File: src/rtl/bmc_pkg.sv
`timescale 1ns/1ps
package bmc_pkg;

  // Capture phase of the ring controller
  typedef enum logic [1:0] {
    CAP_RUN  = 2'd0,   // writing continuously
    CAP_POST = 2'd1,   // writing the post-trigger tail
    CAP_HOLD = 2'd2    // frozen, waiting for re-arm
  } cap_state_e;

  // Width of a byte sum that cannot overflow within one window
  function automatic int sum_width(input int len_w, input int win_cyc);
    return len_w + $clog2(win_cyc + 1);
  endfunction

endpackage

File: src/rtl/bmc_window.sv
`timescale 1ns/1ps
module bmc_window #(
  parameter int WIN_CYC = 10000,
  parameter int LEN_W   = 16,
  parameter int SUM_W   = 30
) (
  input  logic             clk,
  input  logic             rst,
  input  logic             pkt_valid,
  input  logic [LEN_W-1:0] pkt_len,
  input  logic [SUM_W-1:0] cfg_thresh,
  output logic             over_now,
  output logic             quiet_close
);
  localparam int CW = (WIN_CYC > 2) ? $clog2(WIN_CYC) : 1;
  localparam logic [CW-1:0] LAST = CW'(WIN_CYC - 1);

  logic [CW-1:0]    cyc_q;
  logic [SUM_W-1:0] acc_q;
  logic [SUM_W-1:0] acc_next;
  logic             win_last;
  logic             above;

  always_comb begin
    acc_next    = acc_q + (pkt_valid ? SUM_W'(pkt_len) : '0);
    above       = acc_next > cfg_thresh;
    win_last    = (cyc_q == LAST);
    over_now    = pkt_valid && above;
    quiet_close = win_last && !above;
  end

  always_ff @(posedge clk) begin
    if (rst) begin
      cyc_q <= '0;
      acc_q <= '0;
    end else if (win_last) begin
      cyc_q <= '0;
      acc_q <= '0;
    end else begin
      cyc_q <= cyc_q + 1'b1;
      acc_q <= acc_next;
    end
  end
endmodule

File: src/rtl/bmc_trigger.sv
`timescale 1ns/1ps
module bmc_trigger #(
  parameter int CNT_W = 16
) (
  input  logic             clk,
  input  logic             rst,
  input  logic             over_now,
  input  logic             quiet_close,
  output logic             fire,
  output logic             burst_pulse,
  output logic [CNT_W-1:0] burst_count
);
  logic armed_q;

  assign fire = armed_q && over_now;

  always_ff @(posedge clk) begin
    if (rst) begin
      armed_q     <= 1'b1;
      burst_pulse <= 1'b0;
      burst_count <= '0;
    end else begin
      burst_pulse <= fire;
      if (fire) begin
        armed_q     <= 1'b0;
        burst_count <= burst_count + 1'b1;
      end else if (quiet_close) begin
        armed_q <= 1'b1;
      end
    end
  end
endmodule

File: src/rtl/bmc_ring_ctrl.sv
`timescale 1ns/1ps
module bmc_ring_ctrl
  import bmc_pkg::*;
#(
  parameter int ADDR_W = 10,
  parameter int DATA_W = 64
) (
  input  logic              clk,
  input  logic              rst,
  input  logic              pkt_valid,
  input  logic [DATA_W-1:0] pkt_data,
  input  logic              fire,
  input  logic [ADDR_W-1:0] cfg_post,
  input  logic              rearm,
  output logic              ring_we,
  output logic [ADDR_W-1:0] ring_waddr,
  output logic [DATA_W-1:0] ring_wdata,
  output logic              frozen,
  output logic [ADDR_W-1:0] trig_ptr
);
  cap_state_e        st_q;
  logic [ADDR_W-1:0] wp_q;
  logic [ADDR_W-1:0] left_q;
  logic              accept;

  assign accept = pkt_valid && (st_q != CAP_HOLD);
  assign frozen = (st_q == CAP_HOLD);

  // Write port toward the ring memory
  always_ff @(posedge clk) begin
    if (rst) begin
      ring_we    <= 1'b0;
      ring_waddr <= '0;
      ring_wdata <= '0;
      wp_q       <= '0;
    end else begin
      ring_we <= accept;
      if (accept) begin
        ring_waddr <= wp_q;
        ring_wdata <= pkt_data;
        wp_q       <= wp_q + 1'b1;
      end
    end
  end

  // Capture phase sequencing
  always_ff @(posedge clk) begin
    if (rst) begin
      st_q     <= CAP_RUN;
      left_q   <= '0;
      trig_ptr <= '0;
    end else begin
      unique case (st_q)
        CAP_RUN: begin
          if (fire) begin
            trig_ptr <= wp_q;
            if (cfg_post == '0) begin
              st_q <= CAP_HOLD;
            end else begin
              left_q <= cfg_post;
              st_q   <= CAP_POST;
            end
          end
        end
        CAP_POST: begin
          if (pkt_valid) begin
            left_q <= left_q - 1'b1;
            if (left_q == ADDR_W'(1)) st_q <= CAP_HOLD;
          end
        end
        CAP_HOLD: begin
          if (rearm) st_q <= CAP_RUN;
        end
        default: st_q <= CAP_RUN;
      endcase
    end
  end
endmodule

File: src/rtl/burst_capture_ctrl.sv
`timescale 1ns/1ps
module burst_capture_ctrl #(
  parameter int WIN_CYC = 10000,
  parameter int LEN_W   = 16,
  parameter int DATA_W  = 64,
  parameter int ADDR_W  = 10,
  parameter int CNT_W   = 16
) (
  input  logic                                  clk,
  input  logic                                  rst,
  input  logic                                  pkt_valid,
  input  logic [LEN_W-1:0]                      pkt_len,
  input  logic [DATA_W-1:0]                     pkt_data,
  input  logic [LEN_W+$clog2(WIN_CYC+1)-1:0]    cfg_thresh,
  input  logic [ADDR_W-1:0]                     cfg_post,
  input  logic                                  rearm,
  output logic                                  burst_pulse,
  output logic [CNT_W-1:0]                      burst_count,
  output logic                                  ring_we,
  output logic [ADDR_W-1:0]                     ring_waddr,
  output logic [DATA_W-1:0]                     ring_wdata,
  output logic                                  frozen,
  output logic [ADDR_W-1:0]                     trig_ptr
);
  localparam int SUM_W = bmc_pkg::sum_width(LEN_W, WIN_CYC);

  logic over_now;
  logic quiet_close;
  logic fire;

  bmc_window #(.WIN_CYC(WIN_CYC), .LEN_W(LEN_W), .SUM_W(SUM_W)) u_window (
    .clk        (clk),
    .rst        (rst),
    .pkt_valid  (pkt_valid),
    .pkt_len    (pkt_len),
    .cfg_thresh (cfg_thresh),
    .over_now   (over_now),
    .quiet_close(quiet_close)
  );

  bmc_trigger #(.CNT_W(CNT_W)) u_trigger (
    .clk        (clk),
    .rst        (rst),
    .over_now   (over_now),
    .quiet_close(quiet_close),
    .fire       (fire),
    .burst_pulse(burst_pulse),
    .burst_count(burst_count)
  );

  bmc_ring_ctrl #(.ADDR_W(ADDR_W), .DATA_W(DATA_W)) u_ring (
    .clk       (clk),
    .rst       (rst),
    .pkt_valid (pkt_valid),
    .pkt_data  (pkt_data),
    .fire      (fire),
    .cfg_post  (cfg_post),
    .rearm     (rearm),
    .ring_we   (ring_we),
    .ring_waddr(ring_waddr),
    .ring_wdata(ring_wdata),
    .frozen    (frozen),
    .trig_ptr  (trig_ptr)
  );
endmodule

File: config.mk
export PLATFORM = sky130hd
export DESIGN_NAME = burst_capture_ctrl
export DESIGN_NICKNAME = d
export VERILOG_FILES = /design/src/rtl/bmc_pkg.sv /design/src/rtl/bmc_window.sv /design/src/rtl/bmc_trigger.sv /design/src/rtl/bmc_ring_ctrl.sv /design/src/rtl/burst_capture_ctrl.sv
export SDC_FILE = /design/constraint.sdc
export NUM_CORES = 1
export LEC_CHECK = 0
export BUFFER_PORTS_ARGS = -buffer_cell sky130_fd_sc_hd__buf_2
export CORE_MARGIN = 4
export CORE_UTILIZATION = 30
export CTS_BUF_LIST = sky130_fd_sc_hd__clkbuf_4 sky130_fd_sc_hd__clkbuf_8
export DETAILED_ROUTE_END_ITERATION = 7
export GPL_TIMING_DRIVEN = 0
export PLACE_DENSITY_LB_ADDON = 0.3
export SETUP_SLACK_MARGIN = 0.3
export SKIP_LAST_GASP = 1
export SLEW_MARGIN = 20
export SYNTH_ARGS = -nofsm -noshare
export SYNTH_HDL_FRONTEND = slang
export SYNTH_HIERARCHICAL = 1
export SYNTH_SLANG_ARGS = --single-unit
File: constraint.sdc
create_clock -name clk -period 4.2 [get_ports clk]
set_input_delay 0.42 -clock clk [delete_from_list [all_inputs] [get_ports clk]]
set_output_delay 0.42 -clock clk [all_outputs]
set_load 0.02 [all_outputs]
# Yosys cells after proc, flatten, opt, wreduce, memory -nomap -nowiden
# Cells that the tools add are included.
# classes
n_addsub,5
muxes,13
magnitude_cmp,1
eq_ne,10
n_reduce_logical,13
# op_table
op,n
adder 30 bit,1
greater-than comparator 30 bit,1
2-to-1 mux 10 bit,3
one-hot mux 10 bit (2 select lines),1
adder 16 x 1 -> 16 bit (second input constant),1
2-to-1 mux 16 bit,1
adder 14 x 1 -> 14 bit (second input constant),1
== test 14 bit (second input constant),1
adder 10 x 1 -> 10 bit (second input constant),1
== test 10 x 1 -> 1 bit (second input constant),1
zero test 10 bit,1
2-to-1 mux 2 bit,5
inequality test 2 bit (second input constant),5
subtractor 10 x 1 -> 10 bit (second input constant),1
AND reduction 4 bit,2
one-hot mux 2 bit (3 select lines),1
logical AND 1 bit,4
nonzero test 2 bit,2
== test 2 x 1 -> 1 bit (second input constant),1
== test 2 bit (second input constant),1
zero test 2 bit,1
2-to-1 mux 1 bit,2
inequality test 2 x 1 -> 1 bit (second input constant),1
AND reduction 2 bit,1
other kinds (2),2
# word_totals
input_bits,124
elab_cells,54
out_inout_bits,103
regBits,169

# Depth between registers and ports, before layout
# depth
word_depth,7
ltp_mapped,23
mapped_depth_nobuf,22

# Hierarchy
# Netlist, hierarchy kept.
# by_module_without_submodules
mod,cells_per_inst,area_per_inst_um2,n_inst
bmc_ring_ctrl,527,4274.1,1
bmc_window,445,3609.7,1
bmc_trigger,91,809.5,1

# Worst setup path before layout
# Ideal clock, no wire load.
# synth_path
kind,input to register
from,in pkt_len[0]
to,reg u_ring.left_q[7]
t_arrival_ns,4.509
n_path_buf,0
setup_ns,0.092
path_stages,22
t_required_ns,4.108
path_slack_ns,-0.402
path_cell_list,and2_1 -> ha_1 -> fa_1 -> a211oi_1 -> o21ai_1 -> a31o_2 -> a21o_1 -> nand4_1 -> xnor2_1 -> ha_1 -> nand4_1 -> nor4_1 -> nand2_1 -> nor2_1 -> a22oi_1 -> nor2b_1 -> nand2_1 -> inv_1 -> nand2b_1 -> a21oi_2 -> nand2_2 -> o32ai_1
# synth_via
elab_chain_cells,7
# synth_rtl
element,line,rtl
from (decl),burst_capture_ctrl.sv:12,"input logic [LEN_W-1:0] pkt_len,"
2-to-1 mux 16 bit,bmc_window.sv:25,acc_next = acc_q + (pkt_valid ? SUM_W'(pkt_len) : '0);
adder 30 bit,bmc_window.sv:25,
named net u_window.acc_next[28],bmc_window.sv:20,logic [SUM_W-1:0] acc_next;
greater-than comparator 30 bit,bmc_window.sv:26,above = acc_next > cfg_thresh;
logical AND 1 bit,bmc_window.sv:28,over_now = pkt_valid && above;
named net over_now,burst_capture_ctrl.sv:27,logic over_now;
logical AND 1 bit,bmc_trigger.sv:15,assign fire = armed_q && over_now;
named net fire,burst_capture_ctrl.sv:29,logic fire;
inequality test 2 bit (no source line),n/a,
AND reduction 4 bit (no source line),n/a,
to (signal assigned),bmc_ring_ctrl.sv:60,left_q <= cfg_post;
to (signal assigned),bmc_ring_ctrl.sv:67,left_q <= left_q - 1'b1;
to (decl),bmc_ring_ctrl.sv:23,logic [ADDR_W-1:0] left_q;
# The timed path passes the listed nets, and every way through them passes these cells.
# A chain may end at the register's enable or synchronous reset.

# Worst setup path in the final report
# layout_path
from,reg u_window.acc_q[0]
to,reg u_ring.left_q[6]
# layout_via
elab_chain_cells,6
# layout_rtl
element,line,rtl
from (decl),bmc_window.sv:19,logic [SUM_W-1:0] acc_q;
from (signal assigned),bmc_window.sv:41,acc_q <= acc_next;
adder 30 bit,bmc_window.sv:25,
named net u_window.acc_next[10],bmc_window.sv:20,
greater-than comparator 30 bit,bmc_window.sv:26,
logical AND 1 bit,bmc_window.sv:28,
named net over_now,burst_capture_ctrl.sv:27,
logical AND 1 bit,bmc_trigger.sv:15,
named net fire,burst_capture_ctrl.sv:29,
inequality test 2 bit (no source line),n/a,
AND reduction 4 bit (no source line),n/a,
# The timed path passes the listed nets, and every way through them passes these cells.

==> flow_metrics.py <==
metrics = {
    "route": {
        "dr.pass1.iters": 5,
        "wl_per_cell_um": 14.6,
        "drt_wl_total_um": 26000,
        "drt_iter0_drc": 512,
        "avgViaCountPerCell": 4.82,
        "drtAntennaViolNets": 0,
        "drc_errors": 0,
        "vias": 8563,
    },
    "timing": {
        "min_period_over_period_pct": 108,
        "slew_violations": 0,
        "slew_headroom_pct": 50.0,
        "hold_viol": 0,
        "tightest_slew_ns": 0.750,
        "fin_ws_ns": -0.341,
        "fin_skew_ns": 0.0271,
        "clock.fmax_ghz": 0.220,
        "whs_ns": 0.157,
        "rsz0062_at_grt": "true",
        "setup_violations": 39,
        "period_needed_ns": 4.54,
    },
    "flow_run": {
        "cap_violations": 0,
    },
    "outcome": {
        "outcome": "finished, violations left",
        "violations": "setup timing",
    },
    "cts": {
        "htreeDepth": 4,
        "clockBufferDepth": 2,
        "cts-root-buf": "clkbuf_8",
        "cts_tree": "yes",
        "cts_sinks": 169,
        "cts_made_buffers": 17,
        "clk_pin_slew_ns": 0.13,
        "cts_hold_buffers": 0,
        "insertion_delay_ns": 0.48,
    },
    "place": {
        "gp_congestion": 0.839,
        "io_buffers": 226,
        "dp_hpwl_um": 18200,
        "placed_area_um2": 10500,
    },
    "synthesis": {
        "synthAdderAreaFrac_pct": 7.57,
        "yosys-top-cells-area": "dfxtp_1 39%, nand2_1 9.4%, ha_1 7.3%, a21oi_1 7.0%, xnor2_1 3.2%",
        "synth-main-ff-cell": "dfxtp_1",
        "synth_common_cells": "217 x nand2_1, 169 x dfxtp_1, 122 x a21oi_1",
        "syn_area_per_cell_um2": 8.18,
        "yosys.area.top_type": "dfxtp_1",
        "synthSimpleGateAreaFrac_pct": 25.7,
        "seq_area_frac_synth_pct": 38.9,
        "ys_types": 73,
        "syn_area_um2": 8690,
        "syn_nets": 1239,
        "synth_compound_area_share_pct": 16.0,
        "ys_ff_latch": 169,
        "ys_warn_count": 6,
        "synth_most_common_cell": "nand2_1",
        "yosys.area.top_type_share_pct": 38.9,
        "yosys-mux-area-fraction_pct": 1.35,
        "synthXorXnorAreaFrac_pct": 5.24,
        "synthCells": 1063,
        "async_flop_share_pct": 0,
        "synth_edf_count": 0,
        "synth_top_family_by_area": "simple AND/OR/NAND/NOR gates",
    },
    "floorplan": {
        "ioPinCount": 227,
        "fp.dieW_um": 178,
        "coreArea_um2": 28600,
        "fp.dieH_um": 178,
        "fp.dieArea_um2": 31800,
        "rows": 62,
        "start_util_pct": 30.4,
    },
    "grt": {
        "grt_usage_pct": 15.1,
        "grt-ovfl-total": 0,
        "met1_usage_pct": 19.9,
        "grt_max_degree": 22,
        "met3_usage_pct": 3.65,
        "grt_pass1_wl_um": 39100,
        "grt_pass1_vias": 7858,
        "antenna_found_initial": 0,
        "grt_util_met2_pct": 24.7,
        "busiest_layer": "met2",
    },
    "critical_path": {
        "worst-path-max-fanout": 4,
        "start_kind": "register",
        "worst-path-buf-inv": 6,
        "cp_top_family": "compound AO/OA/AOI/OAI gates",
        "crit_path_end_kind": "register",
        "critPathKind": "register to register",
        "max_stage_delay_ns": 0.40,
        "cp_num_cells": 24,
        "worstPathArrival_ns": 4.93,
        "cp.required_ns": 4.59,
        "critPathSlowestCell": "or3_4",
        "crit_path_cell_trace": "ha_4, fa_2, a211oi_2, o21ai_2, buf_4, a311oi_4, buf_4, buf_6, xnor2_2, ha_1, nand3_1, or3_4, nor4_4, nand2_1, a22oi_2, nor2b_4, nand2_2, inv_4, nand2b_4, a21oi_4, buf_12, buf_6, a311o_1, o31ai_1",
        "reg2regPathDepth": 24,
    },
    "hold_path": {
        "hold_depth": 3,
        "hold_class": "primary input to register",
    },
    "layout": {
        "nets": 1554,
        "layout-drive-gt1-share_pct": 35.0,
        "fill_cells": 2886,
        "num_antenna_cells": 0,
        "final_area_um2": 12200,
        "area_growth_pct": 40.1,
    },
    "pwr": {
        "ir_drop_mv": 0.160,
        "p_leak_nw": 5.52,
        "power_density_nw_per_um2": 308,
    },
}
flip-flops by register name (all words and copies together) (netlist names):
register	flops
u_window/cyc_q	14
u_ring/wp_q	10
u_ring/left_q	10
u_trigger/armed_q	1
u_ring/ring_wdata	64
u_trigger/burst_count	16
u_ring/ring_waddr	10
u_ring/trig_ptr	10
u_ring/st_q	2
u_window/acc_q	30
u_trigger/burst_pulse	1
u_ring/ring_we	1
power by group:
| part | internal, mW | switching [mW] | total, mW |
|---|---|---|---|
| registers | 1.67 | 0.0382 | 1.71 |
| clock network | 0.480 | 0.789 | 1.27 |
| logic | 0.340 | 0.435 | 0.775 |
repair_timing:
item,4_1_cts,5_1_grt
gates resized for setup,70,92
pin swaps,37,54
buffers inserted,43,25
endpoints found under the setup margin,40,41
gates cloned,1,1
worst min-delay path, delay by kind of cell:
kind | cells | cell delay [ns]
buffers and inverters | 1 | 0.09
AND/OR/NAND/NOR | 1 | 0.04
AO/OA/AOI/OAI | 1 | 0.05
path summary, 6_finish.rpt:
path	start	endpoint	slack [ns]
worst max-delay path	u_window/acc_q[0]$_SDFF_PP0_	u_ring/left_q[6]$_SDFFE_PP0P_	-0.34
worst min-delay path	pkt_data[29]	u_ring/ring_wdata[29]$_SDFFE_PP0P_	0.16
worst max register to register	u_window/acc_q[0]$_SDFF_PP0_	u_ring/left_q[6]$_SDFFE_PP0P_	-0.34
worst min register to register	u_ring/ring_wdata[53]$_SDFFE_PP0P_	u_ring/ring_wdata[53]$_SDFFE_PP0P_	0.46
through the flow:
step / TNS, ns / std cells / utilization, % / total power [mW] / setup WS (ns)
2_1_floorplan: -0.0393 / 1063 / - / 2.17 / -0.0192
3_3_place_gp: -46.35 / 1673 / 36.6 / 2.38 / -1.49
3_5_place_dp: -48.58 / 1673 / 36.6 / 2.39 / -1.56
4_1_cts: -2.79 / 1749 / 40.4 / 3.73 / -0.167
5_1_grt: -15.80 / 1775 / 42.6 / 3.96 / -0.530
6_report: -8.44 / 1775 / 42.6 / 3.75 / -0.341
kinds of logic after synthesis:
| family | count (synthesis) |
|---|---|
| multiplexers | 11 |
| XOR/XNOR | 52 |
| flip-flops | 169 |
| adder cells (fa/ha/maj) | 52 |
| buffers and inverters | 99 |
| AO/OA/AOI/OAI | 224 |
| AND/OR/NAND/NOR | 456 |
cells in the final DEF (no fill, tap or decap), types with 12 or more instances in the layout:
cell,Yosys,layout
buf_2,13,235
nand2_1,217,205
dfxtp_1,169,166
a21oi_1,122,111
nor2_1,60,56
inv_1,48,47
and2_1,43,41
buf_6,6,40
buf_4,4,40
ha_1,51,39
xnor2_1,32,27
clkbuf_1,25,22
nand3_1,27,22
nand4_1,21,21
xor2_1,20,19
clkbuf_8,0,17
o21ai_0,21,15
or3_1,16,15
nand2b_1,13,12
a21oi_2,2,12
routing by layer:
layer  up-vias  share of wire [%]
met5         -                  0
met4         0                1.3
met3        28                5.3
met2       212                 48
met1      4019                 45
li1       4304                  -
layout make-up:
cell class	count	area, um^2	area share (%)
Multi-Input combinational cell	795	5550	45.5
Sequential cell	169	3390	27.8
Timing Repair Buffer	296	1820	14.9
Tap cell	384	480	3.94
Buffer	51	329	2.70
Clock buffer	17	234	1.92
Clock inverter	15	201	1.65
Inverter	48	183	1.50
Note: power is estimated with default switching activity, not from simulation.
